<file path="config.mk">
export PLATFORM = sky130hd
export DESIGN_NAME = io_chain_steer
export DESIGN_NICKNAME = d
export VERILOG_FILES = /design/src/rtl/io_steer_pkg.sv /design/src/rtl/io_steer_regs.sv /design/src/rtl/io_steer_match.sv /design/src/rtl/io_steer_stage.sv /design/src/rtl/io_chain_steer.sv
export SDC_FILE = /design/constraint.sdc
export NUM_CORES = 1
export LEC_CHECK = 0
export BUFFER_PORTS_ARGS = -buffer_cell sky130_fd_sc_hd__buf_2
export CAP_MARGIN = 20
export CORE_UTILIZATION = 58
export CTS_CLUSTER_DIAMETER = 100
export DETAILED_ROUTE_END_ITERATION = 10
export PLACE_DENSITY = 0.77
export SKIP_CTS_REPAIR_TIMING = 1
export SLEW_MARGIN = 0
export SYNTH_ARGS = -nofsm -noshare
export SYNTH_HDL_FRONTEND = slang
export SYNTH_HIERARCHICAL = 1
export SYNTH_SLANG_ARGS = --single-unit
</file>
<file path="constraint.sdc">
create_clock -name clk -period 7.4 [get_ports clk]
set_input_delay 1.11 -clock clk [delete_from_list [all_inputs] [get_ports clk]]
set_output_delay 1.11 -clock clk [all_outputs]
set_load 0.01 [all_outputs]
</file>
<file path="src/rtl/io_steer_pkg.sv">
package io_steer_pkg;

    // Configuration field selectors inside one entry
    localparam logic [1:0] FLD_BASE  = 2'd0;
    localparam logic [1:0] FLD_LIMIT = 2'd1;
    localparam logic [1:0] FLD_CTRL  = 2'd2;
    localparam logic [1:0] FLD_COMPAT = 2'd0;  // used with entry == N_RANGES

    // Output stage states
    typedef enum logic [0:0] {
        ST_EMPTY = 1'b0,
        ST_FULL  = 1'b1
    } stage_state_e;

endpackage

</file>
<file path="src/rtl/io_steer_regs.sv">
module io_steer_regs
    import io_steer_pkg::*;
#(
    parameter int ADDR_W   = 32,
    parameter int N_RANGES = 4,
    parameter int CHAIN_W  = 2,
    parameter int CFG_AW   = 5
) (
    input  logic                              clk,
    input  logic                              rst_n,
    input  logic                              cfg_we,
    input  logic [CFG_AW-1:0]                 cfg_addr,
    input  logic [ADDR_W-1:0]                 cfg_wdata,
    output logic [N_RANGES-1:0][ADDR_W-1:0]   base_q,
    output logic [N_RANGES-1:0][ADDR_W-1:0]   limit_q,
    output logic [N_RANGES-1:0]               en_q,
    output logic [N_RANGES-1:0][CHAIN_W-1:0]  chain_q,
    output logic [CHAIN_W-1:0]                compat_q
);
    localparam int ENTRY_W = CFG_AW - 2;

    logic [ENTRY_W-1:0] sel_entry;
    logic [1:0]         sel_field;

    assign sel_entry = cfg_addr[CFG_AW-1:2];
    assign sel_field = cfg_addr[1:0];

    // One register group per window
    for (genvar g = 0; g < N_RANGES; g++) begin : g_win
        logic hit_entry;
        assign hit_entry = cfg_we && (sel_entry == ENTRY_W'(g));

        always_ff @(posedge clk or negedge rst_n) begin
            if (!rst_n) begin
                base_q[g]  <= '0;
                limit_q[g] <= '0;
                en_q[g]    <= 1'b0;
                chain_q[g] <= '0;
            end else if (hit_entry) begin
                unique case (sel_field)
                    FLD_BASE:  base_q[g]  <= cfg_wdata;
                    FLD_LIMIT: limit_q[g] <= cfg_wdata;
                    FLD_CTRL: begin
                        en_q[g]    <= cfg_wdata[CHAIN_W];
                        chain_q[g] <= cfg_wdata[CHAIN_W-1:0];
                    end
                    default: ;
                endcase
            end
        end
    end

    // Compatibility chain register sits past the last window
    always_ff @(posedge clk or negedge rst_n) begin
        if (!rst_n) begin
            compat_q <= '0;
        end else if (cfg_we && sel_entry == ENTRY_W'(N_RANGES)
                     && sel_field == FLD_COMPAT) begin
            compat_q <= cfg_wdata[CHAIN_W-1:0];
        end
    end

endmodule

</file>
<file path="src/rtl/io_steer_match.sv">
module io_steer_match #(
    parameter int ADDR_W   = 32,
    parameter int N_RANGES = 4,
    parameter int CHAIN_W  = 2
) (
    input  logic [ADDR_W-1:0]                 addr,
    input  logic [N_RANGES-1:0][ADDR_W-1:0]   base_q,
    input  logic [N_RANGES-1:0][ADDR_W-1:0]   limit_q,
    input  logic [N_RANGES-1:0]               en_q,
    input  logic [N_RANGES-1:0][CHAIN_W-1:0]  chain_q,
    input  logic [CHAIN_W-1:0]                compat_q,
    output logic                              hit,
    output logic [CHAIN_W-1:0]                dest_chain,
    output logic                              dest_compat
);
    logic [N_RANGES-1:0] in_win;

    // Parallel inclusive window compare
    for (genvar g = 0; g < N_RANGES; g++) begin : g_cmp
        assign in_win[g] = en_q[g] && (addr >= base_q[g]) && (addr <= limit_q[g]);
    end

    // Lowest index wins: scan downward so the last write is the lowest hit
    logic [CHAIN_W-1:0] win_chain;
    always_comb begin
        win_chain = '0;
        for (int i = N_RANGES - 1; i >= 0; i--) begin
            if (in_win[i]) win_chain = chain_q[i];
        end
    end

    assign hit         = |in_win;
    assign dest_chain  = hit ? win_chain : compat_q;
    assign dest_compat = !hit;

endmodule

</file>
<file path="src/rtl/io_steer_stage.sv">
module io_steer_stage
    import io_steer_pkg::*;
#(
    parameter int ADDR_W  = 32,
    parameter int CHAIN_W = 2
) (
    input  logic               clk,
    input  logic               rst_n,
    input  logic               req_valid,
    output logic               req_ready,
    input  logic [ADDR_W-1:0]  req_addr,
    input  logic [CHAIN_W-1:0] dest_chain,
    input  logic               dest_compat,
    output logic               out_valid,
    input  logic               out_ready,
    output logic [ADDR_W-1:0]  out_addr,
    output logic [CHAIN_W-1:0] out_chain,
    output logic               out_compat
);
    stage_state_e state_q, state_d;
    logic         accept;

    assign req_ready = (state_q == ST_EMPTY) || out_ready;
    assign accept    = req_valid && req_ready;

    // Next-state: LOAD, REFILL, STALL, DRAIN
    always_comb begin
        state_d = state_q;
        unique case (state_q)
            ST_EMPTY: state_d = accept ? ST_FULL : ST_EMPTY;          // LOAD
            ST_FULL: begin
                if (out_ready && !accept) state_d = ST_EMPTY;          // DRAIN
                else                      state_d = ST_FULL;           // REFILL / STALL
            end
            default: state_d = ST_EMPTY;
        endcase
    end

    // State register
    always_ff @(posedge clk or negedge rst_n) begin
        if (!rst_n) state_q <= ST_EMPTY;
        else        state_q <= state_d;
    end

    // Output payload register
    always_ff @(posedge clk or negedge rst_n) begin
        if (!rst_n) begin
            out_addr   <= '0;
            out_chain  <= '0;
            out_compat <= 1'b0;
        end else if (accept) begin
            out_addr   <= req_addr;
            out_chain  <= dest_chain;
            out_compat <= dest_compat;
        end
    end

    assign out_valid = (state_q == ST_FULL);

endmodule

</file>
<file path="src/rtl/io_chain_steer.sv">
module io_chain_steer
    import io_steer_pkg::*;
#(
    parameter int ADDR_W   = 32,
    parameter int N_RANGES = 4,
    parameter int CHAIN_W  = 2,
    localparam int CFG_AW  = $clog2(N_RANGES + 1) + 2
) (
    input  logic               clk,
    input  logic               rst_n,
    input  logic               cfg_we,
    input  logic [CFG_AW-1:0]  cfg_addr,
    input  logic [ADDR_W-1:0]  cfg_wdata,
    input  logic               req_valid,
    output logic               req_ready,
    input  logic [ADDR_W-1:0]  req_addr,
    output logic               out_valid,
    input  logic               out_ready,
    output logic [ADDR_W-1:0]  out_addr,
    output logic [CHAIN_W-1:0] out_chain,
    output logic               out_compat
);
    logic [N_RANGES-1:0][ADDR_W-1:0]  base_q;
    logic [N_RANGES-1:0][ADDR_W-1:0]  limit_q;
    logic [N_RANGES-1:0]              en_q;
    logic [N_RANGES-1:0][CHAIN_W-1:0] chain_q;
    logic [CHAIN_W-1:0]               compat_chain;
    logic                             match_hit;
    logic [CHAIN_W-1:0]               match_chain;
    logic                             match_compat;

    io_steer_regs #(
        .ADDR_W(ADDR_W), .N_RANGES(N_RANGES), .CHAIN_W(CHAIN_W), .CFG_AW(CFG_AW)
    ) regs_i (
        .clk(clk), .rst_n(rst_n),
        .cfg_we(cfg_we), .cfg_addr(cfg_addr), .cfg_wdata(cfg_wdata),
        .base_q(base_q), .limit_q(limit_q), .en_q(en_q),
        .chain_q(chain_q), .compat_q(compat_chain)
    );

    io_steer_match #(
        .ADDR_W(ADDR_W), .N_RANGES(N_RANGES), .CHAIN_W(CHAIN_W)
    ) match_i (
        .addr(req_addr),
        .base_q(base_q), .limit_q(limit_q), .en_q(en_q),
        .chain_q(chain_q), .compat_q(compat_chain),
        .hit(match_hit), .dest_chain(match_chain), .dest_compat(match_compat)
    );

    io_steer_stage #(
        .ADDR_W(ADDR_W), .CHAIN_W(CHAIN_W)
    ) stage_i (
        .clk(clk), .rst_n(rst_n),
        .req_valid(req_valid), .req_ready(req_ready), .req_addr(req_addr),
        .dest_chain(match_chain), .dest_compat(match_compat),
        .out_valid(out_valid), .out_ready(out_ready),
        .out_addr(out_addr), .out_chain(out_chain), .out_compat(out_compat)
    );

endmodule

</file>
==> results.sh, run 1 <==
export IMPL_design_area_um2=20300
export IMPL_cts_tree="yes"
export IMPL_finalHoldViolCount=0
export IMPL_core_area_um2=30800
export IMPL_finalSetupViolations=0
export IMPL_avgSynthCellArea_um2=11.6
export IMPL_antenna_left=0
export IMPL_finalCoreUtilization=0.657
export IMPL_clock_fmax_mhz=269
export IMPL_power_density_nw_per_um2=262
export IMPL_clockBufferDepth=3
export IMPL_pwr_share_clk=0.320
export IMPL_cp_end_kind="register"
export IMPL_clock_latency_ns=0.51
export IMPL_place_area_um2=19100
export IMPL_r2r_start="regs_i/limit_q[94]"
export IMPL_peakVddDrop_v=0.000170
export IMPL_place_congestion=0.949
export IMPL_tns_ns=0
export IMPL_p_seq_frac=0.411
export IMPL_via_count=12760
export IMPL_drive_above_1_share=0.282
export IMPL_root_buffer="clkbuf_16"
export IMPL_slew_violations=0
export IMPL_drt_initial_drc_count=910
export IMPL_row_count=64
export IMPL_initial_core_util=0.594
export IMPL_violations="DRC"
export IMPL_antenna_cells=0
export IMPL_static_leakage_power_nw=9.94
export IMPL_mappedNetlistArea_um2=18300
export IMPL_min_period_over_period=0.503
export IMPL_first_pass_iters=8
export IMPL_swShare=0.305
export IMPL_critical_path_arrival_ns=4.12
export IMPL_switchingPower_mw=1.62
export IMPL_power_mw=5.31
export IMPL_viasPerCell=6.01
export IMPL_slew_headroom=0.244
export IMPL_synthCells=1582
export IMPL_cap_viol_max_count=0
export IMPL_antenna_found_initial=0
export IMPL_dp_hpwl_mm=32.3
export IMPL_synth_nets=1912
export IMPL_grt_max_degree=161
export IMPL_grt_pass1_vias=13355
export IMPL_dieArea_um2=32300
export IMPL_period_minus_slack_ns=3.72
export IMPL_num_nets_final=2035
export IMPL_critical_path_max_fanout=9
export IMPL_syn_to_final_growth_pct=10.6
export IMPL_hold_class="register to register"
export IMPL_crit_path_start_kind="primary input"
export IMPL_internal_power_mw=3.69
export IMPL_die_h_um=180
export IMPL_grt_first_pass_wirelength_mm=74.1
export IMPL_htree_levels=2
export IMPL_fin_worst_skew_ns=0.0150
export IMPL_hold_start="regs_i/base_q[102]"
export IMPL_combPwrFrac=0.270
export IMPL_die_w_um=180
export IMPL_yosys_warnings=6
export IMPL_drc=7
export IMPL_routed_wl_mm=46.0
export IMPL_clk_pin_slew_ns=0.06
export IMPL_port_buffers=110
export IMPL_r2r_slack_ns=4.11
export IMPL_pin_count=111
export IMPL_crit_path_start="req_addr[30]"
export IMPL_numCtsBuffers=35
export IMPL_gr_usage_all_layers=0.293
export IMPL_wl_per_cell_um=21.7
export IMPL_status="complete, but fails checks"
export IMPL_worst_slew_pin_slew_ns=1.13
export IMPL_grt_overflow_total=0
export IMPL_rsz0062_at_grt="false"
export IMPL_critical_path_class="primary input to register"
export IMPL_clock_sinks=306
export IMPL_required_ns=7.80
## per-stage QoR
step | hold WS [ns] | setup slack (ns) | std cells
after floorplan | 0.458 | 3.98 | 1582
after detailed placement | 0.489 | 3.30 | 2064
after CTS | 0.505 | 3.81 | 2123
after global placement | 0.473 | 3.30 | 2064
final | 0.499 | 3.68 | 2123
after global routing | 0.515 | 3.62 | 2123
## cell type report
cell class | instances | area, um2
Tap cell | 396 | 495
Inverter | 252 | 946
Clock buffer | 51 | 1060
Clock inverter | 8 | 65.1
Sequential cell | 306 | 7660
Multi-Input combinational cell | 992 | 9400
Timing Repair Buffer | 118 | 633
Fill cell | 2305 | 10600
## state kept, by name, indices dropped and copies added (netlist names)
signal              cells
stage_i/out_addr       32
stage_i/out_chain       2
regs_i/chain_q          8
stage_i/out_compat      1
regs_i/en_q             4
regs_i/base_q         128
regs_i/limit_q        128
regs_i/compat_q         2
stage_i/out_valid       1
## critical path: stages
cell	delay, ns
buf_2	0.20
ha_1	0.35
nand4_1	0.22
nor4_1	0.65
nand4_1	0.24
and2_0	0.23
a22oi_1	0.26
a21o_1	0.22
nor3b_4	0.06
a221o_1	0.30
mux2_4	0.27
## final timing paths
kind / to / cells past startpoint
worst max-delay path: stage_i/out_chain[0] / 11
worst min-delay path: regs_i/base_q[102] / 1
worst max register to register: stage_i/out_chain[0] / 11
worst min register to register: regs_i/base_q[102] / 1
max in group asynchronous: regs_i/base_q[122] / 2
min in group asynchronous: regs_i/limit_q[46] / 1
## power groups by stage
stage	clock (mW)	sequential [mW]	combinational, mW
2_1_floorplan	0	2.16	0.962
3_3_place_gp	0	2.19	1.34
3_5_place_dp	0	2.20	1.40
4_1_cts	1.73	2.18	1.42
5_1_grt	1.80	2.22	1.60
6_report	1.70	2.18	1.43
## metal layers
layer	vias up	global-route usage	routed length, um
met5	-	0	0
li1	5865	-	-
met2	397	0.470	21300
met3	78	0.0492	2940
met4	0	0.0800	1050
met1	6420	0.412	20800
## placed cells by master (no fill, tap or decap), drive strengths merged, types with 9 or more instances in the layout
master	count
clkbuf	51
nor3	15
a21o	10
dfrtp	306
inv	252
a221oi	9
ha	256
buf	118
nand4	47
a211oi	13
a21oi	83
o21ai	37
nor2	33
nand3	29
mux2	305
nand2	58
(Power assumes the default switching activity.)
==> run 2, diff against run 1 <==
Clock period 7.4 ns to 3.85 ns, I/O delays scaled along.
==> run 2 against run 1 <==
The flow still finishes with violations (DRC). Worst hold slack got worse by 0.44 ns. Non-clock buffer count up 5. Power grew 92%. Sequential cell count unchanged. Sequential share of layout area down 0.12 points. Largest cell class unchanged.
==> results.sh, run 2 (synthesis results as in run 1) <==
export IMPL_status="complete, but fails checks"
export IMPL_violations="DRC"
export IMPL_wl_per_cell_um=21.2
export IMPL_root_buffer="clkbuf_16"
export IMPL_finalHoldViolCount=0
export IMPL_slowest_delay_ns=0.64
export IMPL_first_pass_iters=10
export IMPL_grt_pass1_vias=13110
export IMPL_antenna_cells=0
export IMPL_dieArea_um2=32300
export IMPL_die_h_um=180
export IMPL_gr_usage_all_layers=0.287
export IMPL_grt_first_pass_wirelength_mm=72.1
export IMPL_path_delay_family="simple AND/OR/NAND/NOR gates"
export IMPL_clockBufferDepth=3
export IMPL_rsz0062_at_grt="false"
export IMPL_worst_slew_pin_slew_ns=1.01
export IMPL_peakVddDrop_v=0.000293
export IMPL_worst_path_buf_inv=1
export IMPL_via_count=12655
export IMPL_final_cell_mix="dfrtp_1, ha_1, inv_1"
export IMPL_port_buffers=110
export IMPL_wl_met1_mm=20.8
export IMPL_r2r_cells=11
export IMPL_numCtsBuffers=35
export IMPL_critical_path_arrival_ns=3.67
export IMPL_dp_hpwl_mm=32.4
export IMPL_power_density_nw_per_um2=501
export IMPL_clock_latency_ns=0.51
export IMPL_r2r_start="regs_i/limit_q[125]"
export IMPL_place_area_um2=19200
export IMPL_required_ns=4.24
export IMPL_cap_viol_max_count=0
export IMPL_hold_class="primary input to asynchronous set/reset pin"
export IMPL_finalSetupViolations=0
export IMPL_static_leakage_power_nw=9.96
export IMPL_num_nets_final=2040
export IMPL_initial_core_util=0.594
export IMPL_drive_above_1_share=0.284
export IMPL_wl_met3_mm=2.44
export IMPL_critPathSlowestCell="nor4_1"
export IMPL_fin_worst_skew_ns=0.0130
export IMPL_fillCellCount=2303
export IMPL_die_w_um=180
export IMPL_grt_overflow_total=0
export IMPL_worstPathCellList="inv_1 -> ha_1 -> nand4_1 -> nor4_1 -> nand2_1 -> a2bb2oi_1 -> a211oi_1 -> a21o_1 -> nor3b_4 -> a221o_1 -> mux2_4"
export IMPL_period_minus_slack_ns=3.28
export IMPL_core_area_um2=30800
export IMPL_grt_max_degree=103
export IMPL_r2r_slack_ns=0.57
export IMPL_drt_initial_drc_count=808
export IMPL_tns_ns=0
export IMPL_slew_headroom=0.329
export IMPL_cts_tree="yes"
export IMPL_clk_pin_slew_ns=0.06
export IMPL_power_mw=10.2
export IMPL_wl_met2_mm=20.5
export IMPL_viasPerCell=5.94
export IMPL_min_period_over_period=0.852
export IMPL_place_congestion=0.945
export IMPL_critical_path_class="register to register"
export IMPL_final_common_cell="dfrtp_1"
export IMPL_pin_count=111
export IMPL_cp_end_kind="register"
export IMPL_syn_to_final_growth_pct=11.0
export IMPL_clock_sinks=306
export IMPL_reg2reg_to="stage_i/out_chain[0]"
export IMPL_top_layer_used="met4"
export IMPL_clock_fmax_mhz=305
export IMPL_htree_levels=2
export IMPL_antenna_left=0
export IMPL_antenna_found_initial=0
export IMPL_design_area_um2=20300
export IMPL_drc=4
export IMPL_biggestRegsByFlops="regs_i/base_q (128), regs_i/limit_q (128), stage_i/out_addr (32)"
export IMPL_routed_wl_mm=45.1
export IMPL_crit_path_start_kind="register"
export IMPL_row_count=64
export IMPL_slew_violations=0
export IMPL_critical_path_max_fanout=3
==> run 2: worst max path at each step <==
stage	slack, ns	startpoint	endpoint	depth (start not counted)
6_report	0.57	regs_i/limit_q[125]	stage_i/out_chain[0]	11
5_1_grt	0.51	regs_i/limit_q[126]	stage_i/out_chain[1]	11
4_1_cts	0.65	regs_i/limit_q[125]	stage_i/out_chain[1]	11
3_5_place_dp	0.22	req_addr[29]	stage_i/out_chain[0]	11
3_3_place_gp	0.28	req_addr[29]	stage_i/out_chain[0]	11
2_1_floorplan	0.96	req_addr[17]	stage_i/out_chain[0]	9
==> run 2: final cells by class <==
class	instances	area, um2	share of cell area
Clock buffer	51	1040	0.0511
Inverter	252	946	0.0466
Sequential cell	306	7660	0.377
Timing Repair Buffer	123	696	0.0342
Clock inverter	10	86.3	0.00425
Multi-Input combinational cell	992	9400	0.463
Tap cell	396	495	0.0244
==> run 2: stage by stage <==
step                      hold WS (ns)  cells  utilization  setup WS (ns)
after CTS                        0.123   2130        0.659          0.653
after global placement           0.472   2069        0.623          0.278
after global routing             0.150   2130        0.659          0.508
after floorplan                  0.282   1582            -          0.961
after detailed placement         0.484   2069        0.623          0.221
final                           0.0584   2130        0.659          0.570
==> run 2: worst reg2reg max path: cells and delay by family (launching register included) <==
family / cells / cell delay [ns]
adders and majority gates: 1 / 0.31
and+or+nand+nor: 4 / 1.13
buffers and inverters: 1 / 0.05
DFF: 1 / 0.36
muxes: 1 / 0.26
AOI/OAI and AO/OA: 4 / 1.06
==> run 2: metal layers <==
| layer | vias to the layer above | track usage |
|---|---|---|
| met5 | - | 0 |
| met4 | 0 | 0.0931 |
| met3 | 85 | 0.0340 |
| met2 | 346 | 0.462 |
| met1 | 6338 | 0.405 |
| li1 | 5886 | - |
==> run 2: power breakdown <==
part           switching [mW]  total, mW  internal, mW  leakage (nW)
clock                    1.31       3.25          1.94         0.547
combinational            1.44       2.73          1.30          5.54
sequential              0.351       4.19          3.84          3.87
total                    3.10       10.2          7.07          9.96
==> run 3, diff against run 2 <==
Settings changed: GPL_TIMING_DRIVEN from default to 0.
==> run 3 against run 2 <==
Die area unchanged. Global-route usage down 0.053 points. Wire length down 0.40%. Sequential share of layout area down 0.70 points. Critical endpoint unchanged. Critical path depth unchanged. The run ends with DRC, hold timing left. Clock power up 10%.
==> results.sh, run 3 (synthesis results as in run 1) <==
export IMPL_status="complete, but fails checks"
export IMPL_violations="DRC, hold timing"
export IMPL_wl_per_cell_um=20.9
export IMPL_dp_hpwl_mm=32.6
export IMPL_hold_ws_ns=-0.00439
export IMPL_cts_tree="yes"
export IMPL_grt_pass1_vias=13307
export IMPL_port_buffers=110
export IMPL_grt_overflow_total=0
export IMPL_gr_usage_all_layers=0.286
export IMPL_final_common_cell="dfrtp_1"
export IMPL_grtUsageMet1=0.390
export IMPL_power_mw=10.5
export IMPL_die_h_um=180
export IMPL_critical_path_arrival_ns=3.82
export IMPL_min_period_over_period=0.877
export IMPL_grt_busiest_layer="met2"
export IMPL_met3_usage=0.0389
export IMPL_grtUsageMet2=0.468
export IMPL_grt_first_pass_wirelength_mm=72.0
export IMPL_fin_worst_skew_ns=0.00950
export IMPL_syn_to_final_growth_pct=13.1
export IMPL_pin_count=111
export IMPL_via_count=12765
export IMPL_num_nets_final=2063
export IMPL_critical_path_class="register to register"
export IMPL_required_ns=4.30
export IMPL_rsz0062_at_grt="false"
export IMPL_initial_core_util=0.594
export IMPL_worst_slew_pin_slew_ns=0.712
export IMPL_numCtsBuffers=36
export IMPL_crit_path_start_kind="register"
export IMPL_die_w_um=180
export IMPL_worst_slack_ns=0.474
export IMPL_finalSetupViolations=0
export IMPL_ff_latch_area_um2=7660
export IMPL_row_count=64
export IMPL_dieArea_um2=32300
export IMPL_cp_end_kind="register"
export IMPL_drc=4
export IMPL_clock_latency_ns=0.51
export IMPL_drt_initial_drc_count=731
export IMPL_finalHoldViolCount=2
export IMPL_antenna_found_initial=1
export IMPL_slew_headroom=0.521
export IMPL_critPathSlowestCell="nor4_2"
export IMPL_clockBufferDepth=3
export IMPL_fillCellCount=2200
export IMPL_routed_wl_mm=44.9
export IMPL_peakVddDrop_v=0.000309
export IMPL_place_congestion=0.877
export IMPL_core_area_um2=30800
export IMPL_slew_violations=0
export IMPL_antenna_cells=0
export IMPL_clock_fmax_mhz=296
export IMPL_htree_levels=2
export IMPL_critical_path_max_fanout=3
export IMPL_period_minus_slack_ns=3.38
export IMPL_biggestRegsByFlops="regs_i/base_q (128), regs_i/limit_q (128), stage_i/out_addr (32)"
export IMPL_clock_sinks=306
export IMPL_worstPathCellList="inv_1 -> ha_1 -> nand4_1 -> nor4_2 -> nand2_1 -> a2bb2oi_1 -> a211oi_1 -> o211ai_1 -> a311oi_1 -> a221o_1 -> mux2_4"
export IMPL_root_buffer="clkbuf_16"
export IMPL_antenna_left=0
export IMPL_tns_ns=0
export IMPL_final_cell_mix="dfrtp_1, ha_1, inv_1"
export IMPL_first_pass_iters=10
export IMPL_viasPerCell=5.93
export IMPL_multi_input_area_um2=9400
export IMPL_static_leakage_power_nw=10.1
export IMPL_cap_viol_max_count=0
export IMPL_place_ws_ns=-0.0363
export IMPL_slowest_delay_ns=0.67
export IMPL_power_density_nw_per_um2=505
export IMPL_grt_max_degree=92
export IMPL_drive_above_1_share=0.294
export IMPL_r2r_slack_ns=0.47
export IMPL_hold_class="primary input to asynchronous set/reset pin"
export IMPL_clk_pin_slew_ns=0.06
-- run 3: cell count changes in the layout (fill, tap and decap cells not counted), moves of 3 or more --
cell       before  now
buf_2         109  118
buf_6           0   16
bufinv_16       1    5
buf_4          10    1
buf_16          0    3
clkbuf_8        6    9
-- run 3: final timing paths --
path                       cells after the start                   end                 from
max in group asynchronous                      4     regs_i/base_q[96]                rst_n
hold reg to reg                                1    regs_i/base_q[102]   regs_i/base_q[102]
setup / recovery                              11  stage_i/out_chain[0]  regs_i/limit_q[126]
hold / removal                                 1  stage_i/out_addr[15]                rst_n
min in group clk                               2     stage_i/out_valid            req_valid
setup reg to reg                              11  stage_i/out_chain[0]  regs_i/limit_q[126]
-- run 3: power breakdown --
| part | leakage [nW] | total (mW) | switching [mW] | internal, mW |
|---|---|---|---|---|
| clock network | 0.616 | 3.59 | 1.33 | 2.26 |
| logic | 5.66 | 2.71 | 1.41 | 1.30 |
| registers | 3.87 | 4.16 | 0.322 | 3.84 |
| total | 10.1 | 10.5 | 3.07 | 7.40 |
-- run 3: metal layers --
metal / part of all wire / routed length [um]
met5: 0 / 0
met1: 0.45 / 20300
met4: 0.033 / 1500
met3: 0.044 / 1970
met2: 0.47 / 21200
-- run 3: worst max-delay path: cells and delay by family, from the launching register on --
kind            cells  cell delay, ns
fa+ha+maj           1            0.31
buf+inv             1            0.05
flops               1            0.35
simple gates        3            1.09
compound gates      5            1.37
mux                 1            0.14
-- run 3: metrics by stage --
step | utilization | instance area [um2] | instances
global placement | 0.628 | 19400 | 2088
floorplan | - | 18300 | 1582
detailed placement | 0.631 | 19400 | 2091
finish | 0.672 | 20700 | 2153
CTS | 0.671 | 20700 | 2153
global route | 0.672 | 20700 | 2153
-- run 3: layout make-up --
| cell class | count | share of cell area |
|---|---|---|
| sequential | 306 | 0.370 |
| tap | 396 | 0.0239 |
| timing repair buffer | 113 | 0.0311 |
| clock inverter | 12 | 0.00919 |
| multi-input combinational | 992 | 0.454 |
| inverter | 252 | 0.0457 |
| clock buffer | 50 | 0.0514 |
| buffer | 32 | 0.0147 |
